File: src/rtl/rename_status_table.sv
module rename_status_table #(
  parameter int NREG = 32,
  parameter int DW   = 32,
  parameter int TW   = 6,
  localparam int AW  = $clog2(NREG)
) (
  input  logic          clk,
  input  logic          rst_n,
  input  logic          flush,
  input  logic [AW-1:0] rd_a_idx,
  output logic          rd_a_ready,
  output logic [DW-1:0] rd_a_value,
  output logic [TW-1:0] rd_a_tag,
  input  logic [AW-1:0] rd_b_idx,
  output logic          rd_b_ready,
  output logic [DW-1:0] rd_b_value,
  output logic [TW-1:0] rd_b_tag,
  input  logic          ren_en,
  input  logic [AW-1:0] ren_reg,
  input  logic [TW-1:0] ren_tag,
  input  logic          cmt_en,
  input  logic [AW-1:0] cmt_reg,
  input  logic [TW-1:0] cmt_tag,
  input  logic [DW-1:0] cmt_value
);

  logic [NREG-1:0] valid_q;
  logic [TW-1:0]   tag_q [NREG];
  logic [DW-1:0]   val_q [NREG];

  always_ff @(posedge clk) begin
    if (!rst_n) begin
      for (int i = 0; i < NREG; i++) begin
        valid_q[i] <= 1'b1;
        tag_q[i]   <= '0;
        val_q[i]   <= '0;
      end
    end else if (flush) begin
      for (int i = 0; i < NREG; i++) begin
        valid_q[i] <= 1'b1;
        tag_q[i]   <= '0;
      end
    end else begin
      for (int i = 1; i < NREG; i++) begin
        if (cmt_en && cmt_reg == AW'(i))
          val_q[i] <= cmt_value;
        if (ren_en && ren_reg == AW'(i)) begin
          valid_q[i] <= 1'b0;
          tag_q[i]   <= ren_tag;
        end else if (cmt_en && cmt_reg == AW'(i) && tag_q[i] == cmt_tag) begin
          valid_q[i] <= 1'b1;
        end
      end
    end
  end

  assign rd_a_ready = valid_q[rd_a_idx];
  assign rd_a_value = rd_a_ready ? val_q[rd_a_idx] : '0;
  assign rd_a_tag   = rd_a_ready ? '0 : tag_q[rd_a_idx];
  assign rd_b_ready = valid_q[rd_b_idx];
  assign rd_b_value = rd_b_ready ? val_q[rd_b_idx] : '0;
  assign rd_b_tag   = rd_b_ready ? '0 : tag_q[rd_b_idx];


  rename_state_chk: assert property (@(posedge clk) disable iff (!rst_n)
    (ren_en && !flush && ren_reg != '0) |=>
      (!valid_q[$past(ren_reg)] && tag_q[$past(ren_reg)] == $past(ren_tag)));


  commit_ready_chk: assert property (@(posedge clk) disable iff (!rst_n)
    (cmt_en && !flush && cmt_reg != '0 && !valid_q[cmt_reg] &&
     tag_q[cmt_reg] == cmt_tag && !(ren_en && ren_reg == cmt_reg)) |=>
      (valid_q[$past(cmt_reg)] && val_q[$past(cmt_reg)] == $past(cmt_value)));


  stale_commit_chk: assert property (@(posedge clk) disable iff (!rst_n)
    (cmt_en && !flush && cmt_reg != '0 && !valid_q[cmt_reg] &&
     tag_q[cmt_reg] != cmt_tag && !(ren_en && ren_reg == cmt_reg)) |=>
      (!valid_q[$past(cmt_reg)] && tag_q[$past(cmt_reg)] == $past(tag_q[cmt_reg])));


  rename_wins_chk: assert property (@(posedge clk) disable iff (!rst_n)
    (ren_en && cmt_en && !flush && ren_reg == cmt_reg && ren_reg != '0) |=>
      (!valid_q[$past(ren_reg)] && val_q[$past(ren_reg)] == $past(cmt_value)));


  flush_all_chk: assert property (@(posedge clk) disable iff (!rst_n)
    flush |=> (&valid_q));


  zero_reg_chk: assert property (@(posedge clk) disable iff (!rst_n)
    (rd_a_idx == '0) |-> (rd_a_ready && rd_a_value == '0));

endmodule

File: config.mk
export PLATFORM = sky130hd
export DESIGN_NAME = rename_status_table
export DESIGN_NICKNAME = d
export VERILOG_FILES = /design/src/rtl/rename_status_table.sv
export SDC_FILE = /design/constraint.sdc
export NUM_CORES = 2
export LEC_CHECK = 0
export ABC_CLOCK_PERIOD_IN_PS = 4050
export BUFFER_PORTS_ARGS = -buffer_cell sky130_fd_sc_hd__clkbuf_2
export CORE_UTILIZATION = 57
export DETAILED_ROUTE_END_ITERATION = 12
export PLACE_DENSITY = 0.73
export REMOVE_ABC_BUFFERS = 1
export SYNTH_ARGS = -nofsm -noshare
export SYNTH_HDL_FRONTEND = slang
export SYNTH_SLANG_ARGS = --single-unit
File: constraint.sdc
create_clock -name clk -period 4.05 [get_ports clk]
set_clock_uncertainty 0.1 [all_clocks]
set_input_delay 0.405 -clock clk [delete_from_list [all_inputs] [get_ports clk]]
set_output_delay 0.405 -clock clk [all_outputs]
set_load 0.05 [all_outputs]
After elaboration in Yosys (flattened, before gate mapping)
Memories as Yosys holds them, arrays and structs flattened.
Cells that the tools add are included.

word-level totals
  bits in registers = 31
  input bits = 69
  memory bits (writable) = 1216
  memories = 2

memory list
  name   depth  bits a word  rd ports  clocked after memory_dff  wr ports  line  text
  val_q  32     32           2         0                         32        29    logic [DW-1:0] val_q [NREG];
  tag_q  32     6            33        0                         32        28    logic [TW-1:0] tag_q [NREG];

operators by class
  bitwise operators = 95
  $lt $le $gt $ge = 2
  reduce and logical (&&, ||, !) cells = 125
  equality and inequality tests = 93
  mux-type cells = 416

operator list
  kind                  number
  $mux W32              33
  $mux W6               65
  $mux W1               316
  $eq A6 B6 Y1          31
  $eq A5 B5 Y1 const B  32
  $or A1 B1 Y1          94
  $logic_and A1 B1 Y1   93
  $eq A5 B4 Y1 const B  16
  $reduce_bool A2 Y1    31
  $eq A5 B3 Y1 const B  8
  $eq A5 B2 Y1 const B  4
  $lt A5 B6 Y1 const B  2
  $bmux W1 S5           2
  $eq A5 B1 Y1 const B  2
  $reduce_or A2 Y1      1
  $not A1 Y1            1

Logic depth before layout (Yosys ltp)
  depth after elaboration = 7
  mapped depth = 10
  gate-level depth less buffers = 5

Worst setup path after synthesis
Ideal clock, no wire load.

  kind = input -> register
  start = in cmt_reg[3]
  end = mem val_q[28][0] (enable)
  library setup time = 466 ps
  buffers on the path = 1
  data arrival time = 3463 ps
  slack = 21 ps
  stages on the path = 4
  cell sequence = clkbuf_1 > nand2_1 > or2_2 > o21ai_0

RTL lines
  element             line  text
  start: declaration  22    input logic [AW-1:0] cmt_reg,
  end: declaration    29

Final worst setup path
  start = reg valid_q[14]
  end = out rd_a_value[11]

on the way
  cells in the longest elaborated chain, start to end = 3

ends and longest elaborated chain
  element                           line  text
  start: declaration                27    logic [NREG-1:0] valid_q;
  start signal: indexed assignment  34    valid_q[i] <= 1'b1;
  start signal: indexed assignment  40    valid_q[i] <= 1'b1;
  start signal: indexed assignment  48    valid_q[i] <= 1'b0;
  $bmux W1 S5                       57    assign rd_a_ready = valid_q[rd_a_idx];
  $mux W1 (not written as such)     57
  $mux W32                          58    assign rd_a_value = rd_a_ready ? val_q[rd_a_idx] : '0;
  end: declaration                  12    output logic [DW-1:0] rd_a_value,

Every way passes these cells. The select of a mux whose other input is x is not followed.

==> qor.txt <==
post-route ant nets = 0
top sig layer = met5
final setup fails = 0
area grow syn2layout = 12.2%
HP Class = in2reg
Switching Share = 0.265
H-tree Lvls = 3
Worst EP arrival = 3.30 ns
Num CTS Buffers = 121
largest family of logic cells by synthesized area = multiplexers
RePlAce Congestion = 1.01
xor/xnor share of the synthesized area = 0.0258
RR Startpoint = tag_q[24][4]
CP peak stage delay = 0.48 ns
Synth Area in Compound Gates = 0.0672
Clk pwr share = 0.365
later-pin clock latency in the skew report = 0.74 ns
R2R depth = 5
reg2reg setup slack = 2.40 ns
top_reg_cell synth = edfxtp_1
fraction of layout cells with a size suffix above 1 = 0.267
initial antenna violation count = 10
maxcap violations = 0
GR Overflow Total = 0
synthesized area per cell = 13.5 um^2
Final Max Slew Viols = 0
Seq cells post-synth = 1209
Total Routing Usage GR = 0.385
Sw Pwr = 8220 uW
Pint = 22800 uW
worst-margin pin slew = 1.34 ns
worst hold stages = 4
Hold EP = valid_q[29]
routed wl met3 = 32800 um
Power Dens Cells = 437 nW/um^2
hold_ws = 0.101 ns
Clock Sinks = 1209
register area share after synthesis = 0.569
hold_sp = ren_reg[4]
clock period minus final worst setup slack = 3.80 ns
number of synthesized flops with an enable pin = 1172
CTS max path bufs = 3
wl on met1 = 72800 um
hold buffer count at cts = 0
fin crit share = 0.939
die height = 335 um
Boundary Pins = 147
Slowest-stage cell, CP = mux4_2
layout net count = 4813
Worst Path Required = 3.54 ns
Core Area = 109000 um^2
largest net degree at the start of global routing = 98
first-pass GRT wire length = 310000 um
DPL Wire Length = 139000 um
Synthesis Warnings = 0
leakage = 0.0244 uW
combinational fraction of design power = 0.150
CTS tree = yes
Seq pwr share = 0.484
Post-CTS Setup Bufs = 0
kind of critical path = reg2out
WL/cell = 34.6 um
DRC viols = 0
Vias = 46400
WL met2 = 97600 um
Synth Cell Area = 63200 um^2
Syn Inst Count = 4664
Setup crit start kind = register
adder-cell share of the synthesized area = 0
CTS resizes = 0
IR drop worst, VDD = 0.381 mV
total routed wirelength = 219000 um
status = finished, final reports clean
kind of end point of the critical path = primary output
RSZ-0062 raised after global routing = false
CP max FO = 15
Initial Utilization = 0.578
mux contribution to synthesized area = 0.202
Via density = 7.34
Root Buffer = clkbuf_16
PortBufs = 146
clock-pin slew on the worst setup and hold paths = 0.06 ns
Critical Path, Cell by Cell = mux4_2 > o211ai_1 > and3_2 > buf_4 > a21oi_1 > clkbuf_2
DRT Pass-1 Iters = 8
vias in the first global route = 45600
final hold viol count = 0
post-synthesis simple-gate area fraction = 0.0988
Rel. slew slack = 0.0997
synth unique cells = 59
share of synthesized registers carrying an async set or reset = 0
r2r endpoint = valid_q[24]
Site Rows = 121
Max Fclk = 0.263 GHz
full die area = 112000 um^2
Setup TNS = 0 ns
Tot Pwr = 31000 uW
Die Wd = 335 um
DRT iter0 DRCs = 8197
==> cell families after synthesis <==
kind of cell	after synthesis
xor gates and xnor gates	186
DFF	1209
buffers and inverters	474
and+or+nand+nor	1345
muxes	798
AOI/OAI and AO/OA	652
==> worst max-delay path, delay by kind of cell (launching register included) <==
family / cells / cell delay [ns]
and+or+nand+nor: 1 / 0.48
muxes: 1 / 0.48
AOI/OAI and AO/OA: 2 / 0.60
buffers and inverters: 2 / 0.63
DFF: 1 / 0.35
==> power groups by stage <==
stage | Clock (uW) | Combinational (uW) | Sequential (uW)
4_1_cts | 11300 | 4540 | 15000
3_5_place_dp | 0 | 4520 | 15200
3_3_place_gp | 0 | 4470 | 15200
5_1_grt | 11700 | 4760 | 15100
6_report | 11300 | 4660 | 15000
2_1_floorplan | 0 | 2450 | 15100
==> layout by cell type (no fill, tap or decap), types with 19 or more instances in the layout <==
cell,count
or4_1,31
and2_1,108
edfxtp_1,1172
buf_4,199
nand2_1,104
clkinv_1,34
a221oi_1,80
inv_1,37
a31oi_1,32
mux2_2,318
clkbuf_1,24
a21oi_1,122
clkbuf_16,124
o31ai_1,38
clkbuf_2,101
nand4_1,27
nand2b_1,30
a22oi_1,47
a211oi_1,33
nand2_2,19
nor2_1,753
clkinv_2,22
xnor2_1,56
mux2i_1,131
mux4_2,346
nand3_1,41
nor2b_1,37
o22ai_1,225
nor3_1,51
nor3b_1,32
nor4_1,50
xor2_1,130
buf_12,89
o21ai_0,34
dfxtp_1,37
==> worst max-delay path by stage <==
stage / startpoint / endpoint / slack (ns) / depth (start not counted)
final: valid_q[14] / rd_a_value[11] / 0.25 / 6
after global routing: rd_b_idx[0] / rd_b_tag[1] / 0.29 / 7
after CTS: valid_q[14] / rd_a_value[11] / 0.37 / 6
after detailed placement: rd_a_idx[0] / rd_a_value[4] / 0.40 / 8
after global placement: rd_a_idx[0] / rd_a_value[4] / 0.49 / 8
after floorplan: rd_b_idx[1] / rd_b_tag[5] / -0.29 / 5
==> Yosys cell counts, types with 3 or more instances <==
| cell | instances | area, um^2 |
|---|---|---|
| buf_12 | 3 | 60.1 |
| nor4_1 | 50 | 313 |
| o22ai_1 | 225 | 1410 |
| nand2b_1 | 33 | 206 |
| xor2_1 | 130 | 1140 |
| buf_1 | 22 | 82.6 |
| inv_1 | 37 | 139 |
| a211oi_1 | 33 | 248 |
| edfxtp_1 | 1172 | 35200 |
| mux4_1 | 3 | 78.8 |
| xnor2_1 | 56 | 490 |
| o211ai_1 | 6 | 45.0 |
| dfxtp_1 | 37 | 741 |
| clkbuf_1 | 236 | 886 |
| nand3b_1 | 7 | 52.6 |
| buf_6 | 24 | 270 |
| nor3_1 | 51 | 255 |
| a31oi_1 | 32 | 200 |
| mux4_2 | 346 | 7790 |
| or2_2 | 9 | 56.3 |
| a21oi_1 | 122 | 611 |
| buf_4 | 58 | 435 |
| and2_1 | 109 | 682 |
| nor2_1 | 755 | 2830 |
| o21ai_0 | 48 | 240 |
| o31ai_1 | 38 | 285 |
| nand2_1 | 124 | 465 |
| or4_1 | 31 | 233 |
| nand3_1 | 47 | 235 |
| a22oi_1 | 47 | 353 |
| o21a_1 | 5 | 37.5 |
| nor2b_1 | 39 | 244 |
| buf_2 | 92 | 460 |
| nor3b_1 | 32 | 240 |
| nand4_1 | 27 | 169 |
| mux2i_1 | 131 | 1310 |
| nor3_2 | 3 | 30.0 |
| or3_1 | 15 | 93.8 |
| o21ai_1 | 6 | 30.0 |
| mux2_2 | 318 | 3580 |
| a221oi_1 | 80 | 701 |
==> layout make-up <==
class / count / area, um^2
Timing Repair Buffer: 393 / 3840
Fill cell: 7853 / 38400
Sequential cell: 1209 / 35900
Tap cell: 1476 / 1850
Clock buffer: 148 / 3190
Antenna cell: 2 / 5.00
Multi-Input combinational cell: 2981 / 25200
Inverter: 38 / 143
Clock inverter: 75 / 733
==> layer usage <==
metal  track usage  up-vias
met2         0.586     4393
met1         0.492    22800
li1              -    18200
met3         0.111     1033
met4         0.229       16
met5             0        -
==> sequential cells by signal, summed over array words and instances (netlist names) <==
register,flops
val_q,992
tag_q,186
valid_q,31
==> stage by stage <==
step / cell area (um^2) / utilization / setup slack (ns) / cells
floorplan: 61000 / - / -0.289 / 4228
global placement: 67000 / 0.613 / 0.487 / 6097
detailed placement: 67000 / 0.613 / 0.404 / 6097
CTS: 70900 / 0.648 / 0.371 / 6320
global route: 70900 / 0.648 / 0.290 / 6320
finish: 70900 / 0.648 / 0.248 / 6322
(Power assumes the default switching activity.)
